--- src/rtl/dma_chan_pkg.sv ---
package dma_chan_pkg;

   typedef enum logic [1:0] {
      SZ_BYTE = 2'd0,
      SZ_WORD = 2'd1,
      SZ_LONG = 2'd2,
      SZ_RSVD = 2'd3
   } sz_e;

   // register word indices
   localparam logic [2:0] RA_CTRL = 3'd0;
   localparam logic [2:0] RA_STAT = 3'd1;
   localparam logic [2:0] RA_SRC  = 3'd2;
   localparam logic [2:0] RA_DST  = 3'd3;
   localparam logic [2:0] RA_CNT  = 3'd4;

   // sticky flag indices; status bit = index + FLAG_LSB
   localparam int FLAG_N   = 5;
   localparam int FLAG_LSB = 2;
   localparam int FL_BRKP  = 0;
   localparam int FL_CONF  = 1;
   localparam int FL_BED   = 2;
   localparam int FL_BES   = 3;
   localparam int FL_DONE  = 4;

   localparam int CTRL_W = 9;

   typedef struct packed {
      sz_e  op_sz;
      sz_e  dst_ps;
      sz_e  src_ps;
      logic dst_inc;
      logic src_inc;
      logic halt;
   } ctrl_t;

   // log2 of the byte size; reserved code behaves as long
   function automatic logic [1:0] sz_log2(input sz_e s);
      case (s)
         SZ_BYTE: sz_log2 = 2'd0;
         SZ_WORD: sz_log2 = 2'd1;
         default: sz_log2 = 2'd2;
      endcase
   endfunction

   // log2 of the natural alignment of an address, capped at 4 bytes
   function automatic logic [1:0] align_log2(input logic [1:0] lo);
      if (lo[0])      align_log2 = 2'd0;
      else if (lo[1]) align_log2 = 2'd1;
      else            align_log2 = 2'd2;
   endfunction

   function automatic logic [1:0] min_log2(input logic [1:0] a, input logic [1:0] b);
      min_log2 = (a < b) ? a : b;
   endfunction

endpackage

--- src/rtl/dma_step_calc.sv ---
module dma_step_calc
   import dma_chan_pkg::*;
#(
   parameter int CNT_W = 16
) (
   input  sz_e              op_sz,
   input  logic [1:0]       src_lo,
   input  logic [1:0]       dst_lo,
   input  logic [CNT_W-1:0] cnt,
   output logic [2:0]       step_bytes
);
   logic [1:0] cnt_lim;
   logic [1:0] addr_lim;
   logic [1:0] step_l2;

   always_comb begin
      if (cnt >= CNT_W'(4))      cnt_lim = 2'd2;
      else if (cnt >= CNT_W'(2)) cnt_lim = 2'd1;
      else                       cnt_lim = 2'd0;
      addr_lim = min_log2(align_log2(src_lo), align_log2(dst_lo));
      step_l2  = min_log2(min_log2(sz_log2(op_sz), addr_lim), cnt_lim);
      step_bytes = 3'd1 << step_l2;
   end

   // byte operands never take a wider step
   always_comb begin
      if (op_sz == SZ_BYTE)
         a_byte_step_r6: assert (step_bytes == 3'd1 || $isunknown(step_bytes));
   end
endmodule

--- src/rtl/dma_cfg_check.sv ---
module dma_cfg_check
   import dma_chan_pkg::*;
#(
   parameter int CNT_W = 16
) (
   input  sz_e              src_ps,
   input  sz_e              dst_ps,
   input  logic [1:0]       src_lo,
   input  logic [1:0]       dst_lo,
   input  logic [CNT_W-1:0] cnt,
   output logic             cfg_err
);
   logic [1:0] src_l2, dst_l2, big_l2;
   logic [1:0] src_mask, dst_mask, big_mask;
   logic       misaligned, cnt_bad;

   always_comb begin
      src_l2   = sz_log2(src_ps);
      dst_l2   = sz_log2(dst_ps);
      big_l2   = (src_l2 > dst_l2) ? src_l2 : dst_l2;
      src_mask = 2'((3'd1 << src_l2) - 3'd1);
      dst_mask = 2'((3'd1 << dst_l2) - 3'd1);
      big_mask = 2'((3'd1 << big_l2) - 3'd1);
      misaligned = |(src_lo & src_mask) || |(dst_lo & dst_mask);
      cnt_bad    = (cnt == '0) || |(cnt[1:0] & big_mask);
      cfg_err    = misaligned && cnt_bad;
   end
endmodule

--- src/rtl/dma_flag_bank.sv ---
module dma_flag_bank #(
   parameter int N = 5
) (
   input  logic         clk,
   input  logic         rst_n,
   input  logic [N-1:0] set,
   input  logic [N-1:0] clr,
   output logic [N-1:0] q
);
   for (genvar i = 0; i < N; i++) begin : g_flag
      always_ff @(posedge clk or negedge rst_n) begin
         if (!rst_n)      q[i] <= 1'b0;
         else if (set[i]) q[i] <= 1'b1;
         else if (clr[i]) q[i] <= 1'b0;
      end

      // a flag only drops on a write of one to its bit
      p_sticky_r2: assert property (@(posedge clk) disable iff (!rst_n)
         (q[i] && !clr[i]) |=> q[i]);
      p_set_wins_r2: assert property (@(posedge clk) disable iff (!rst_n)
         set[i] |=> q[i]);
   end
endmodule

--- src/rtl/dma_addr_reg.sv ---
module dma_addr_reg #(
   parameter int ADDR_W = 32
) (
   input  logic              clk,
   input  logic              rst_n,
   input  logic              wr_en,
   input  logic [ADDR_W-1:0] wr_data,
   input  logic              adv,
   input  logic              inc,
   input  logic [2:0]        step,
   output logic [ADDR_W-1:0] q
);
   // deliberately outside reset: contents survive a reset
   always_ff @(posedge clk) begin
      if (wr_en)           q <= wr_data;
      else if (adv && inc) q <= q + ADDR_W'(step);
   end

   p_hold_r7: assert property (@(posedge clk) disable iff (!rst_n)
      (adv && !inc && !wr_en) |=> $stable(q));
   p_adv_r7: assert property (@(posedge clk) disable iff (!rst_n)
      (adv && inc && !wr_en) |=> (q == ADDR_W'($past(q) + ADDR_W'($past(step)))));
endmodule

--- src/rtl/dma_chan_core.sv ---
module dma_chan_core
   import dma_chan_pkg::*;
#(
   parameter int ADDR_W = 32,
   parameter int CNT_W  = 16
) (
   input  logic              clk,
   input  logic              rst_n,
   input  logic              reg_wr,
   input  logic [2:0]        reg_addr,
   input  logic [31:0]       reg_wdata,
   output logic [31:0]       reg_rdata,
   input  logic              start_req,
   input  logic              xfer_done,
   input  logic              bus_err_src,
   input  logic              bus_err_dst,
   input  logic              brkpt,
   output logic              busy,
   output logic [2:0]        step_bytes,
   output logic [ADDR_W-1:0] src_addr,
   output logic [ADDR_W-1:0] dst_addr
);
   localparam int N_ADDR = 2;   // 0 source, 1 destination

   if (ADDR_W < 8 || ADDR_W > 32) begin : g_bad_aw
      $error("dma_chan_core: ADDR_W must lie in 8..32");
   end
   if (CNT_W < 3 || CNT_W > 32) begin : g_bad_cw
      $error("dma_chan_core: CNT_W must lie in 3..32");
   end

   ctrl_t             ctrl_q;
   logic [CNT_W-1:0]  cnt_q;
   logic              busy_q;
   logic [FLAG_N-1:0] flags_q, flag_set, flag_clr;
   logic [ADDR_W-1:0] addr_q [N_ADDR];
   logic [N_ADDR-1:0] addr_wr, addr_inc;
   logic              cfg_err, start_ok, start_go, start_zero;
   logic              adv, last, any_err;
   logic [CNT_W-1:0]  step_c;

   assign src_addr = addr_q[0];
   assign dst_addr = addr_q[1];
   assign busy     = busy_q;
   assign step_c   = CNT_W'(step_bytes);

   // register writes
   logic wr_ctrl, wr_cnt, wr_stat;
   always_comb begin
      wr_ctrl    = reg_wr && reg_addr == RA_CTRL && !busy_q;
      wr_cnt     = reg_wr && reg_addr == RA_CNT  && !busy_q;
      wr_stat    = reg_wr && reg_addr == RA_STAT;
      addr_wr[0] = reg_wr && reg_addr == RA_SRC && !busy_q && !ctrl_q.halt;
      addr_wr[1] = reg_wr && reg_addr == RA_DST && !busy_q && !ctrl_q.halt;
      addr_inc[0] = ctrl_q.src_inc;
      addr_inc[1] = ctrl_q.dst_inc;
   end

   // sequencing
   always_comb begin
      any_err    = bus_err_src || bus_err_dst;
      start_ok   = start_req && !busy_q && !ctrl_q.halt && (flags_q == '0);
      start_go   = start_ok && !cfg_err && (cnt_q != '0);
      start_zero = start_ok && !cfg_err && (cnt_q == '0);
      adv        = busy_q && xfer_done && !any_err;
      last       = adv && (cnt_q == step_c);
   end

   always_comb begin
      flag_set          = '0;
      flag_set[FL_DONE] = last || start_zero;
      flag_set[FL_BES]  = busy_q && bus_err_src;
      flag_set[FL_BED]  = busy_q && bus_err_dst;
      flag_set[FL_CONF] = start_ok && cfg_err;
      flag_set[FL_BRKP] = busy_q && brkpt;
      flag_clr = wr_stat ? reg_wdata[FLAG_LSB +: FLAG_N] : '0;
   end

   always_ff @(posedge clk or negedge rst_n) begin
      if (!rst_n) begin
         ctrl_q <= '0;
         cnt_q  <= '0;
         busy_q <= 1'b0;
      end else begin
         if (wr_ctrl) ctrl_q <= ctrl_t'(reg_wdata[CTRL_W-1:0]);
         if (wr_cnt)   cnt_q <= reg_wdata[CNT_W-1:0];
         else if (adv) cnt_q <= cnt_q - step_c;
         if (start_go) busy_q <= 1'b1;
         else if (busy_q && (last || any_err)) busy_q <= 1'b0;
      end
   end

   dma_flag_bank #(.N(FLAG_N)) u_flags (
      .clk(clk), .rst_n(rst_n), .set(flag_set), .clr(flag_clr), .q(flags_q)
   );

   for (genvar a = 0; a < N_ADDR; a++) begin : g_addr
      dma_addr_reg #(.ADDR_W(ADDR_W)) u_addr (
         .clk(clk), .rst_n(rst_n), .wr_en(addr_wr[a]), .wr_data(reg_wdata[ADDR_W-1:0]),
         .adv(adv), .inc(addr_inc[a]), .step(step_bytes), .q(addr_q[a])
      );
   end

   dma_cfg_check #(.CNT_W(CNT_W)) u_cfg (
      .src_ps(ctrl_q.src_ps), .dst_ps(ctrl_q.dst_ps),
      .src_lo(addr_q[0][1:0]), .dst_lo(addr_q[1][1:0]),
      .cnt(cnt_q), .cfg_err(cfg_err)
   );

   dma_step_calc #(.CNT_W(CNT_W)) u_step (
      .op_sz(ctrl_q.op_sz), .src_lo(addr_q[0][1:0]), .dst_lo(addr_q[1][1:0]),
      .cnt(cnt_q), .step_bytes(step_bytes)
   );

   // read path
   always_comb begin
      case (reg_addr)
         RA_CTRL: reg_rdata = 32'(ctrl_q);
         RA_STAT: reg_rdata = 32'({flags_q, {FLAG_LSB{1'b0}}});
         RA_SRC:  reg_rdata = ctrl_q.halt ? '0 : 32'(addr_q[0]);
         RA_DST:  reg_rdata = ctrl_q.halt ? '0 : 32'(addr_q[1]);
         RA_CNT:  reg_rdata = 32'(cnt_q);
         default: reg_rdata = '0;
      endcase
   end

   p_start_blocked_r3: assert property (@(posedge clk) disable iff (!rst_n)
      (start_req && !busy_q && (flags_q != '0)) |=> !busy_q);
   p_conf_idle_r4: assert property (@(posedge clk) disable iff (!rst_n)
      (start_ok && cfg_err) |=> (flags_q[FL_CONF] && !busy_q));
   p_step_pow2_r6: assert property (@(posedge clk) disable iff (!rst_n)
      busy_q |-> ($countones(step_bytes) == 1));
   p_done_last_r8: assert property (@(posedge clk) disable iff (!rst_n)
      last |=> (!busy_q && flags_q[FL_DONE] && cnt_q == '0));
   p_err_stop_r9: assert property (@(posedge clk) disable iff (!rst_n)
      (busy_q && any_err) |=> (!busy_q && $stable(cnt_q)));
   p_brk_run_r10: assert property (@(posedge clk) disable iff (!rst_n)
      (busy_q && brkpt && !any_err && !last) |=> (busy_q && flags_q[FL_BRKP]));
   p_busy_lock_r12: assert property (@(posedge clk) disable iff (!rst_n)
      busy_q |=> $stable(ctrl_q));
endmodule

--- config.mk ---
export PLATFORM = sky130hd
export DESIGN_NAME = dma_chan_core
export DESIGN_NICKNAME = d
export VERILOG_FILES = /design/src/rtl/dma_chan_pkg.sv /design/src/rtl/dma_step_calc.sv /design/src/rtl/dma_cfg_check.sv /design/src/rtl/dma_flag_bank.sv /design/src/rtl/dma_addr_reg.sv /design/src/rtl/dma_chan_core.sv
export SDC_FILE = /design/constraint.sdc
export NUM_CORES = 1
export LEC_CHECK = 0
export ABC_AREA = 1
export BUFFER_PORTS_ARGS = -buffer_cell sky130_fd_sc_hd__buf_4
export CAP_MARGIN = 40
export CORE_MARGIN = 10
export CORE_UTILIZATION = 30
export CTS_BUF_LIST = sky130_fd_sc_hd__clkbuf_4 sky130_fd_sc_hd__clkbuf_8
export DETAILED_ROUTE_END_ITERATION = 16
export MAX_ROUTING_LAYER = met4
export PLACE_DENSITY = 0.49
export SYNTH_ARGS = -nofsm -noshare
export SYNTH_HDL_FRONTEND = slang
export SYNTH_HIERARCHICAL = 1
export SYNTH_SLANG_ARGS = --single-unit
--- constraint.sdc ---
create_clock -name clk -period 3.1 [get_ports clk]
set_clock_uncertainty 0.1 [all_clocks]
set_input_delay 0.31 -clock clk [delete_from_list [all_inputs] [get_ports clk]]
set_output_delay 0.31 -clock clk [all_outputs]
set_load 0.05 [all_outputs]
==> results of run 1 <==
[power groups by stage]
stage	sequential [mW]	clock, mW	combinational [mW]
after floorplan	1.87	0	1.46
after global placement	1.77	0	2.45
after detailed placement	1.77	0	2.46
after CTS	1.74	0.828	2.51
after global routing	1.78	0.857	3.00
final	1.75	0.789	2.73
[metrics by stage]
step | hold WS [ns] | std cells | instance area, sq um | power [mW] | worst slack (ns)
3_3_place_gp | 0.184 | 1679 | 9870 | 4.22 | -0.0639
3_5_place_dp | 0.183 | 1679 | 9870 | 4.23 | -0.0852
5_1_grt | 0.0857 | 1714 | 10500 | 5.64 | -0.179
2_1_floorplan | -0.0856 | 1185 | 8140 | 3.33 | -0.525
4_1_cts | 0.0714 | 1700 | 10100 | 5.08 | -0.00530
6_report | 0.0941 | 1714 | 10500 | 5.27 | -0.0261
[cells by family after synthesis]
kind of cell | count (synthesis) | synth area share
AO/OA/AOI/OAI | 95 | 0.0742
XOR/XNOR | 26 | 0.0287
adder cells (fa/ha/maj) | 22 | 0.0376
buffers and inverters | 163 | 0.0832
flip-flops | 95 | 0.340
multiplexers | 1 | 0.00142
AND/OR/NAND/NOR | 783 | 0.434
[worst max path at each step]
stage | start | endpoint | slack [ns]
floorplan | g_addr[1].u_addr/q[1] | g_addr[1].u_addr/q[26] | -0.52
global placement | cnt_q[15] | cnt_q[13] | -0.06
detailed placement | cnt_q[3] | cnt_q[13] | -0.09
CTS | g_addr[0].u_addr/q[1] | g_addr[1].u_addr/q[6] | -0.005
global route | cnt_q[12] | g_addr[0].u_addr/q[15] | -0.18
finish | cnt_q[6] | g_addr[0].u_addr/q[15] | -0.03
[sequential cells by signal, summed over array words and instances, names as in the netlist]
name / cells
busy: 1
ctrl_q: 7
addr_inc: 2
u_flags/q: 5
g_addr.u_addr/q: 64
cnt_q: 16
[synth_stat cells, types with 2 or more instances]
cell type  count  share of area
inv_1        123          0.058
edfxtp_1      64           0.24
o22ai_1        3         0.0024
nor4_1         3         0.0024
inv_2          4         0.0019
o2111ai_1      8         0.0088
fa_1           3         0.0076
buf_2          7         0.0044
xor2_1        19          0.021
a21oi_1        4         0.0025
o21ai_2        6         0.0066
nor2_4        17          0.024
nand3_1       96          0.061
nand2_2       12         0.0095
or2_1          2         0.0016
nand2_1      479           0.23
ha_1          19          0.030
nand3_2        2         0.0025
nand3_4        3         0.0066
buf_6          2         0.0028
xnor2_1        7         0.0077
o21ai_0       51          0.032
o221ai_1      11          0.012
nand4_1        9         0.0071
dfrtp_1       31          0.098
nor3_1         5         0.0032
or2_2          3         0.0024
nand3b_1      14          0.013
a21o_1         2         0.0019
clkbuf_1      23          0.011
nor2_2        15          0.012
nor2_1       119          0.056
o21ai_1        7         0.0044
nor3_2         2         0.0025
[metal layers]
| layer | track usage | up-vias | part of all wire |
|---|---|---|---|
| met1 | 0.248 | 3903 | 0.44 |
| li1 | - | 4173 | - |
| met5 | - | - | 0 |
| met2 | 0.310 | 271 | 0.46 |
| met3 | 0.0289 | 74 | 0.053 |
| met4 | 0.0869 | 0 | 0.041 |
[cell type report]
cell class | instances | area (sq um)
diodes | 1 | 2.50
clock buffers | 11 | 139
clock inverters | 5 | 25.0
fillers | 2824 | 15600
inverters | 129 | 489
multi-input cells | 927 | 5080
flip-flops and latches | 95 | 2700
well taps | 335 | 419
repair buffers | 211 | 1640
[what timing repair did]
item / CTS / global route
hold buffers: 1 / 0
pin swaps: 13 / 52
gates resized for setup: 13 / 58
buffers inserted: 4 / 14
setup endpoints to repair: 39 / 75
hold endpoints to repair: 31 / 0
[worst max-delay path: stages (launching register included)]
cell and delay [ns]:
dfrtp_1 0.39, nor2_1 0.11, nand2_1 0.09, nor2_2 0.16, nand2_2 0.10, inv_2 0.08
ha_4 0.19, or2_4 0.23, nand2_4 0.11, nand2_4 0.06, nor2_4 0.20, buf_4 0.16
ha_4 0.20, nand2_2 0.07, nand2_4 0.07, nand3_4 0.12, nor2_4 0.07, or2_2 0.28
nand3_2 0.06, nand2_1 0.05
==> impl_metrics.ini, run 1 <==
[run_status]
status = finished with violations
violations = setup timing

[sta]
rsz0062_at_grt = yes
slew_violations = 0
timing.setup.tns_ns = -0.0545
fmax_mhz = 320
worst_pin_slew_ns = 0.550
finalHoldViolCount = 0
finalCritPeriodShare = 1.01
max_slew_margin = 0.632
setup_violations = 4
period_needed_ns = 3.13
fin_ws_ns = -0.0261

[placed_design]
hpwl_mm = 25.4
numPortBuffers = 142
finalWeightedCongestion = 0.871

[floorplan]
fp-row-count = 59
dieArea_sq_um = 33300
initial_core_util = 0.304
fp.dieW_microns = 183
coreArea_sq_um = 26100
die_h_microns = 183
io_pins = 143

[hold_path]
holdPathEnd = g_addr[0].u_addr/q[26]
hp-class = in -> reg
hold_depth = 3
min-delay-start = reg_wdata[26]

[final_layout]
mostFrequentLayoutCells = nand2_1 (460), buf_4 (199), inv_1 (115)
final_nets = 1438
final_layout_size_suffix_gt1_frac = 0.263
area_delta_synth_final_pct = 32.5
post-route-util = 0.403
final_common_cell = nand2_1

[worst_setup_path]
critPathCaptureType = flip-flop
worstPathRequired_ns = 3.16
arrival_ns = 3.19
rr_worst_depth = 19
r2r_end = g_addr[0].u_addr/q[15]
start_kind = flip-flop
crit_path_max_fanout = 5
reg2reg_from = cnt_q[6]
r2r_slack_ns = -0.03
critPathKind = reg -> reg

[synth]
ys_seq_area_frac = 0.340
syn_area_sq_um = 7920
synthCells = 1185
synth_nets = 1250
ys_ff_latch = 95
syn_avg_cell_area_sq_um = 6.69
synth-async-reset-ratio = 0.326
synth_cell_types = 44
synth_edf_count = 64
ys_warn_count = 6
ys.flop_type = edfxtp_1

[clocking]
clkTransAtPathRegs_ns = 0.10
htreeDepth = 3
cts-root-buf = clkbuf_8
cts_buffers = 9
clock_latency_ns = 0.39
cts_tree = yes
clock_path_buffers = 2
clkSinkCount = 95

[pwr]
leakage_nw = 4.71
clockPowerShare = 0.150
internal-power_mw = 2.88
p_sw_mw = 2.39
comb_power_share = 0.518
pwr_density_cell_nw_per_um2 = 502
p_seq_frac = 0.332
peakVddDrop_mv = 0.325
swShare = 0.454

[routing]
drt_wl_total_mm = 32.8
viasPerCell = 4.91
drc = 0
drt-initial-drc-count = 568
dr.pass1.iters = 5
ant_nets = 0
wl_per_cell_microns = 19.1
via_count = 8421

[job]
maxCapViolations = 0

[global_route]
antenna_found_initial = 1
first_global_vias = 8364
grt-ovfl-total = 0
grt_max_degree = 43
grt_pass1_wl_mm = 49.4
grtUsageTotal = 0.198
No activity file was read; power rests on OpenSTA's default activity.
==> inputs of run 2 (changes only) <==
Settings changed: REMOVE_ABC_BUFFERS set to 1.
==> impl_metrics.ini, run 2 (synthesis results as in run 1) <==
[routing]
dr.pass1.iters = 7
wl_per_cell_microns = 19.2
drt_wl_total_mm = 33.2
via_count = 8575
drt-initial-drc-count = 672
drc = 0
viasPerCell = 4.97
ant_nets = 0

[placed_design]
finalWeightedCongestion = 0.924
hpwl_mm = 25.3
placed_cell_area_sq_um = 9700
placed_cells = 1685
numPortBuffers = 142

[worst_setup_path]
critPathKind = reg -> reg
crit_path_max_fanout = 5
critPathCaptureType = flip-flop
start_kind = flip-flop
crit_path_start = g_addr[0].u_addr/q[1]
reg2reg_from = g_addr[0].u_addr/q[1]
worstPathRequired_ns = 3.14
arrival_ns = 3.25

[sta]
fin_ws_ns = -0.109
worst_pin_slew_ns = 0.515
timing.hold.ws_ns = 0.0898
finalHoldViolCount = 0
setup_violations = 38
timing.setup.tns_ns = -1.79
period_needed_ns = 3.21
rsz0062_at_grt = yes
max_slew_margin = 0.656
finalCritPeriodShare = 1.04
slew_violations = 0
fmax_mhz = 312

[global_route]
grtUsageTotal = 0.198
grt-ovfl-total = 0
gr-max-usage-layer = met2
gr-usage-met2 = 0.326
antenna_found_initial = 0
grtUsageMet1 = 0.251
first_global_vias = 8370
grt_pass1_wl_mm = 49.8
met3_usage = 0.0279
grt_max_degree = 43

[floorplan]
coreArea_sq_um = 26100
fp.dieW_microns = 183
dieArea_sq_um = 33300
fp-row-count = 59
io_pins = 143
die_h_microns = 183
initial_core_util = 0.304

[clocking]
clkSinkCount = 95
clock_path_buffers = 2
cts_tree = yes
htreeDepth = 3
cts_buffers = 9
clock_latency_ns = 0.40
cts-root-buf = clkbuf_8
clkTransAtPathRegs_ns = 0.11

[pwr]
peakVddDrop_mv = 0.314
pwr_density_cell_nw_per_um2 = 507
leakage_nw = 4.82

[final_layout]
final_common_cell = nand2_1
n_antenna_cell = 0
stdcell_area_sq_um = 10700
regMostFlops = g_addr.u_addr/q
fill_cells = 2786
final_layout_size_suffix_gt1_frac = 0.287
fin_cells = 1727
reg_top3 = g_addr.u_addr/q: 64 flops, cnt_q: 16 flops, ctrl_q: 7 flops
area_delta_synth_final_pct = 35.1
final_nets = 1452
mostFrequentLayoutCells = nand2_1 (454), buf_4 (207), inv_1 (116)
largest_register_ffs = 64

[run_status]
violations = setup timing
status = finished with violations

[job]
maxCapViolations = 0

[hold_path]
hp-class = in -> reg
min-delay-start = brkpt
## run 2: timing repair
action                     in CTS  in global routing
pin swaps                      32                 52
buffers inserted               12                 15
hold endpoints to repair       31                  0
hold buffers                    1                  0
cloned                          0                  0
setup endpoints to repair      70                 74
gates resized for setup        47                102
## run 2: metrics by stage
| step | power (mW) | setup slack [ns] | util |
|---|---|---|---|
| 3_5_place_dp | 4.07 | -0.291 | 0.372 |
| 6_report | 5.43 | -0.109 | 0.411 |
| 3_3_place_gp | 4.06 | -0.255 | 0.372 |
| 2_1_floorplan | 3.17 | -3.54 | - |
| 4_1_cts | 5.11 | -0.131 | 0.390 |
| 5_1_grt | 5.77 | -0.275 | 0.411 |
## run 2: path summary, 6_finish.rpt
check | endpoint | slack [ns] | cells after the start
setup reg to reg | g_addr[1].u_addr/q[14] | -0.11 | 17
min in group asynchronous | u_flags/q[2] | 0.30 | 2
setup / recovery | g_addr[1].u_addr/q[14] | -0.11 | 17
max in group asynchronous | cnt_q[9] | 2.25 | 2
hold / removal | u_flags/q[0] | 0.09 | 5
hold reg to reg | u_flags/q[0] | 0.43 | 2
## run 2: cell type report
cell class / instances / area (sq um) / area share
clock buffer: 11 / 145 / 0.0136
inverter: 129 / 492 / 0.0459
sequential: 95 / 2700 / 0.252
timing repair buffer: 225 / 1780 / 0.166
clock inverter: 5 / 57.6 / 0.00538
multi-input combinational: 927 / 5120 / 0.478
tap: 335 / 419 / 0.0391
## run 2: per-layer routing
metal	vias up	wire length, microns
li1	4194	-
met1	4079	14700
met2	269	16300
met4	0	588
met5	-	0
met3	33	1630
## run 2: worst max-delay path, stage by stage (launching register included)
cell and delay [ns]:
edfxtp_1 0.42, nor2_2 0.15, ha_2 0.23, ha_4 0.17
ha_4 0.19, or2_4 0.23, nand2_4 0.09, nand2_4 0.06
nor2_4 0.16, buf_6 0.12, fa_2 0.21, nand2_2 0.08
nand2_4 0.08, nand3_4 0.15, nor2_4 0.21, buf_6 0.12
xnor2_2 0.09, o21ai_1 0.07
## run 2: power by group
group / internal [mW] / switching (mW)
combinational: 1.05 / 1.71
clock: 0.406 / 0.512
sequential: 1.55 / 0.196
